$ cat src/rtl/bitmanip_agu.sv
module bitmanip_agu #(
  parameter int XLEN = 32
) (
  input  logic [4:0]      op_sel,
  input  logic [XLEN-1:0] src_a,
  input  logic [XLEN-1:0] src_b,
  input  logic [5:0]      imm_amt,
  output logic [XLEN-1:0] result,
  output logic            reserved_enc
);
  localparam int IDXW = $clog2(XLEN);
  localparam bit NARROW = (XLEN == 32);
  localparam logic [XLEN-1:0] LOW_MASK = XLEN'(64'h0000_0000_FFFF_FFFF);

  localparam logic [4:0] OP_ADDUW  = 5'd0;
  localparam logic [4:0] OP_SH1    = 5'd1;
  localparam logic [4:0] OP_SH2    = 5'd2;
  localparam logic [4:0] OP_SH3    = 5'd3;
  localparam logic [4:0] OP_SH1UW  = 5'd4;
  localparam logic [4:0] OP_SH2UW  = 5'd5;
  localparam logic [4:0] OP_SH3UW  = 5'd6;
  localparam logic [4:0] OP_SLLIUW = 5'd7;
  localparam logic [4:0] OP_BCLR   = 5'd8;
  localparam logic [4:0] OP_BSET   = 5'd9;
  localparam logic [4:0] OP_BINV   = 5'd10;
  localparam logic [4:0] OP_BEXT   = 5'd11;
  localparam logic [4:0] OP_BCLRI  = 5'd12;
  localparam logic [4:0] OP_BSETI  = 5'd13;
  localparam logic [4:0] OP_BINVI  = 5'd14;
  localparam logic [4:0] OP_BEXTI  = 5'd15;

  always_comb begin
    logic [XLEN-1:0] low_word;
    logic [IDXW-1:0] idx_r, idx_i;
    logic [XLEN-1:0] bit_r, bit_i;
    logic            is_imm;

    low_word = src_a & LOW_MASK;
    idx_r    = src_b[IDXW-1:0];
    idx_i    = imm_amt[IDXW-1:0];
    bit_r    = XLEN'(1) << idx_r;
    bit_i    = XLEN'(1) << idx_i;
    is_imm   = (op_sel == OP_SLLIUW) || (op_sel >= OP_BCLRI && op_sel <= OP_BEXTI);
    reserved_enc = NARROW && is_imm && imm_amt[5];

    unique case (op_sel)
      OP_ADDUW:  result = src_b + low_word;
      OP_SH1:    result = src_b + (src_a << 1);
      OP_SH2:    result = src_b + (src_a << 2);
      OP_SH3:    result = src_b + (src_a << 3);
      OP_SH1UW:  result = src_b + (low_word << 1);
      OP_SH2UW:  result = src_b + (low_word << 2);
      OP_SH3UW:  result = src_b + (low_word << 3);
      OP_SLLIUW: result = low_word << idx_i;
      OP_BCLR:   result = src_a & ~bit_r;
      OP_BSET:   result = src_a | bit_r;
      OP_BINV:   result = src_a ^ bit_r;
      OP_BEXT:   result = XLEN'(src_a[idx_r]);
      OP_BCLRI:  result = src_a & ~bit_i;
      OP_BSETI:  result = src_a | bit_i;
      OP_BINVI:  result = src_a ^ bit_i;
      OP_BEXTI:  result = XLEN'(src_a[idx_i]);
      default:   result = '0;
    endcase
    if (reserved_enc) result = '0;

    if ((op_sel == OP_BCLR || op_sel == OP_BCLRI) && !reserved_enc)
      a_r5_clear_only: assert (((result & ~src_a) == '0) && ($countones(result ^ src_a) <= 1));
    if ((op_sel == OP_BSET || op_sel == OP_BSETI) && !reserved_enc)
      a_r5_set_only: assert (((src_a & ~result) == '0) && ($countones(result ^ src_a) <= 1));
    if ((op_sel == OP_BINV || op_sel == OP_BINVI) && !reserved_enc)
      a_r5_flip_one: assert ($countones(result ^ src_a) == 1);
    if (op_sel == OP_BEXT || op_sel == OP_BEXTI)
      a_r6_bext_lsb: assert (result[XLEN-1:1] == '0);
    if (reserved_enc)
      a_r8_reserved_zero: assert (NARROW && imm_amt[5] && result == '0);
    if (op_sel > OP_BEXTI)
      a_r9_unknown_zero: assert (result == '0 && !reserved_enc);
    if (!NARROW)
      a_r10_wide_no_flag: assert (!reserved_enc);
  end
endmodule

$ cat config.mk
export PLATFORM = sky130hd
export DESIGN_NAME = bitmanip_agu
export DESIGN_NICKNAME = d
export VERILOG_FILES = /design/src/rtl/bitmanip_agu.sv
export SDC_FILE = /design/constraint.sdc
export NUM_CORES = 1
export LEC_CHECK = 0
export BUFFER_PORTS_ARGS = -buffer_cell sky130_fd_sc_hd__buf_2
export CAP_MARGIN = 20
export CORE_AREA = 2 2 213 215
export DETAILED_ROUTE_END_ITERATION = 16
export DIE_AREA = 0 0 215 217
export PLACE_DENSITY_LB_ADDON = 0.12
export SYNTH_ARGS = -nofsm -noshare
export SYNTH_HDL_FRONTEND = slang
export SYNTH_SLANG_ARGS = --single-unit
$ cat constraint.sdc
create_clock -name vclk -period 7.2
set_input_delay 2.16 -clock vclk [all_inputs]
set_output_delay 2.16 -clock vclk [all_outputs]
set_load 0.02 [all_outputs]
After elaboration in Yosys (flattened, before gate mapping)
Cells that the tools add are included.

word-level totals
  memory bits (writable) = 0
  logic and storage cells = 47
  register bits = 0
  bits in latches = 0
  ROM bits = 0
  output and inout port bits = 33
  memories kept = 0

cells by class
  divide/modulo/power cells = 0
  bitwise gates (word level) = 8
  reduce and logical (&&, ||, !) cells = 7
  magnitude comparators = 4
  shift-type cells = 3
  $mul = 0
  eq/ne operators = 15
  mux-type cells = 6
  $add $sub $neg = 4

operator list
  kind                                                                    count
  32-bit one-hot mux with 13 select lines                                 1
  32-bit adder                                                            4
  32-bit bitwise AND                                                      2
  32-bit NOT                                                              2
  32-bit bitwise OR                                                       2
  1-bit by 5-bit << shifter with 32-bit output (first input constant)     2
  32-bit XOR                                                              2
  5-bit by 4-bit == test with 1-bit output (second input constant)        8
  32-bit two-way mux                                                      1
  32-bit by 5-bit << shifter with 32-bit output                           1
  5-bit by 3-bit == test with 1-bit output (second input constant)        4
  5-bit by 6-bit < comparator with 1-bit output (second input constant)   2
  1-bit binary-select mux with 5-bit select                               2
  5-bit by 2-bit == test with 1-bit output (second input constant)        2
  2-bit OR reduction                                                      3
  5-bit by 1-bit == test with 1-bit output (second input constant)        1
  5-bit by 4-bit >= comparator with 1-bit output (second input constant)  1
  5-bit by 4-bit <= comparator with 1-bit output (second input constant)  1
  5-bit zero test                                                         1
  1-bit logical AND                                                       2
  1-bit two-way mux                                                       2
  1-bit logical OR                                                        1

Longest topological paths before layout
  depth after elaboration = 5
  gate-level depth with buffers = 12

Worst setup path before layout
No wires, ideal clock.

  path kind = input -> output
  start = input port src_a[0]
  end = output port result[31]
  setup slack = 400 ps
  data arrival time = 4640 ps
  cell stages on the path = 11
  path through = ha_1 > fa_1 > a211oi_1 > nor4_1 > o21ai_1 > nand4b_1 > a221oi_1 > nor4_1 > a21oi_1 > o2111ai_1 > a31oi_1

between the ends
  cells in the longest elaborated chain, start to end = 3

ends and longest elaborated chain
  item                                         line    text
  start: declaration                           5       input logic [XLEN-1:0] src_a,
  32-bit adder (tied with other cells)         50, 53
  32-bit one-hot mux with 13 select lines (*)  46      unique case (op_sel)
  32-bit two-way mux (*)                       65      if (reserved_enc) result = '0;
  end: declaration                             8       output logic [XLEN-1:0] result,

Every way passes the cells marked *; elsewhere a longest branch is shown, timed or not.

Final worst setup path
Ends and elaborated chain as after synthesis.

==> results.yml <==
outcome:
  status: "finished, final reports clean"
setup_path:
  crit_top_cell: "buf_4"
  critPathCaptureType: "output pin"
  crit_family: "compound AO/OA/AOI/OAI gates"
  cp_slowest_cell: "fa_2"
  crit_fanout: 5
  startpoint_type: "primary input"
  path_class: "primary input to output pin"
  cp_cell_sequence: "buf_6 > ha_4 > fa_2 > a211oi_2 > buf_4 > nor4_4 > o21ai_2 > nand4b_1 > buf_6 > a221oi_2 > buf_4 > nor4_1 > a21oi_1 > o2111ai_1 > a31oi_1 > buf_4"
  arrival_ps: 4990
  critPathBufInv: 5
  cp.required_ps: 5040
  slowest_delay_ps: 390
drt:
  via_per_inst: 5.79
  route.detailed.drc: 0
  wl_per_cell_um: 25.1
  drt_first_pass_iters: 6
  vias: 14310
  drt-initial-drc-count: 1459
  routed_wirelength_um: 62200
  drtAntennaViolNets: 0
logic_synthesis:
  synth_nets: 1806
  synthSimpleGateAreaFrac_pct: 22.3
  synth_compound_area_share_pct: 36.5
  syn_inst: 1609
  synth_top_family_by_area: "compound AO/OA/AOI/OAI gates"
  synthXorXnorAreaFrac_pct: 8.49
  syn-cell-area_um2: 10900
  yosys.area_share.adder_pct: 14.2
  synth_mux_area_share_pct: 13.6
  synth.distinct_cells: 86
  ys_warn_count: 0
  yosysSeqAreaShare_pct: 0
  syn_avg_cell_area_um2: 6.80
finish:
  flops_and_latches: 0
  num_antenna_cells: 0
  drive_gt1_share_pct: 26.9
  regArea_um2: 0
  area_delta_synth_final_pct: 31.4
  clock_buffers: 0
  final_cells: 2472
  finish.utilization_pct: 32.2
  final_nets: 2071
  stdcell_area_um2: 14400
worst_hold_path:
  hold_class: "primary input to output pin"
sta:
  finalSetupViolations: 0
  holdWs_ps: 4700
  tightest_slew_ps: 679
  fmax_ghz: 0.140
  period_share_pct: 99.3
  slew_headroom_pct: 54.2
  rsz0062_at_grt: "yes"
  min_period_ps: 7150
  hold_violations: 0
  slew_viol_final: 0
  fin_ws_ps: 52.6
placement:
  placedCellCount: 2469
  pre_cts_ws_ps: -338
  io_buffers: 108
  placed_cell_area_um2: 13700
  place_congestion: 0.952
  hpwl_um: 50900
global_routing:
  use_met2_pct: 42.5
  grt_remaining_overflow: 0
  antenna_found_initial: 0
  first_global_vias: 13888
  met3_usage_pct: 1.80
  grt_start_max_net_pins: 33
  grt.busiest_layer: "met2"
  grt_pass1_wl_um: 90700
  grt_use_met1_pct: 36.0
  track_usage_pct: 25.5
die:
  die_w_um: 215
  start_util_pct: 24.5
  core-area_um2: 44700
  rows: 78
  ios: 108
  die_area_um2: 46700
  fp.dieH_um: 217
power:
  ir_worst_vdd_v: 0.0000295
  powerDensity_nw_per_um2: 86.6
  leakagePower_nw: 5.88
clock_tree:
  hold_buffers: 0
run:
  max-cap-violations: 0
## layer usage
layer | wire [um] | up-vias | part of all wire, %
met4 | 1790 | 0 | 2.9
met2 | 27800 | 568 | 45
met5 | 0 | - | 0
met1 | 28800 | 6925 | 46
met3 | 3810 | 96 | 6.1
li1 | - | 6721 | -
## per-stage QoR
step	total power [mW]	TNS [ps]
after floorplan	0.692	0
after global placement	1.17	-3240
after detailed placement	1.16	-2730
after CTS	1.18	-3.96
after global routing	1.34	-63.6
final	1.24	0
## final timing paths
| path | end | from | cells past startpoint | slack (ps) |
|---|---|---|---|---|
| setup / recovery | result[31] | src_a[0] | 16 | 50 |
| hold / removal | reserved_enc | imm_amt[5] | 3 | 4700 |
## kinds of logic (layout without fill, tap and decap cells)
group                    after synthesis  after routing
buffers and inverters                129            392
XOR/XNOR                             106            106
multiplexers                         115            115
adder cells (fa/ha/maj)              122            122
AND/OR/NAND/NOR                      518            518
AO/OA/AOI/OAI                        619            619
## where the power goes
part           internal [mW]  switching (mW)
Sequential                 0               0
Clock                      0               0
Combinational          0.510           0.734
Total                  0.510           0.734
## worst min-delay path: stages
cell,delay (ps)
buf_2,90
a21boi_0,130
buf_2,160
## cells in the mapped netlist, types with 17 or more instances
master,instances,area share [%]
nand4_1,17,0.97
inv_1,33,1.1
xor2_1,40,3.2
buf_2,20,0.92
nor2b_1,18,1.0
a21o_1,35,2.4
nor3_1,45,2.1
nand2b_1,20,1.1
clkbuf_1,61,2.1
nand3_1,51,2.3
a211oi_1,31,2.1
and3_1,17,0.97
nor2_1,125,4.3
ha_1,118,13
a31oi_1,37,2.1
o21ai_0,98,4.5
o21a_1,21,1.4
xnor2_1,66,5.3
nand2_1,164,5.6
o21ai_1,29,1.3
o21bai_1,17,1.2
mux4_2,24,4.9
mux2i_1,65,5.9
o22ai_1,37,2.1
a21oi_1,175,8.0
## timing repair
item	4_1_cts	5_1_grt
gates resized for setup	35	86
endpoints found under the setup margin	18	18
buffers inserted	1	3
pin swaps	19	41
gates cloned	0	0
## layout by cell type, fill, tap and decap left out, types with 14 or more instances in the layout
master,netlist,routed
nand2_1,164,163
buf_2,20,97
o211ai_1,14,14
o21a_1,21,21
and2_1,15,14
a211oi_1,31,22
nand4_1,17,17
mux4_2,24,24
and3_1,17,16
buf_4,3,245
nand2b_1,20,19
mux2_2,15,15
o21ai_1,29,21
o21bai_1,17,15
mux2i_1,65,65
a31oi_1,37,34
ha_1,118,104
nand3_1,51,50
nor3_1,45,42
nor2_1,125,123
o21ai_0,98,94
a21o_1,35,35
inv_1,33,33
xnor2_1,66,65
xor2_1,40,40
nor2b_1,18,18
o22ai_1,37,36
a21oi_1,175,163
## final cells by class
class	instances	area [um^2]
Inverter	36	135
Timing Repair Buffer	356	2510
Fill cell	5009	30300
Tap cell	600	751
Multi-Input combinational cell	1480	11000
No activity file was read; power rests on OpenSTA's default activity.
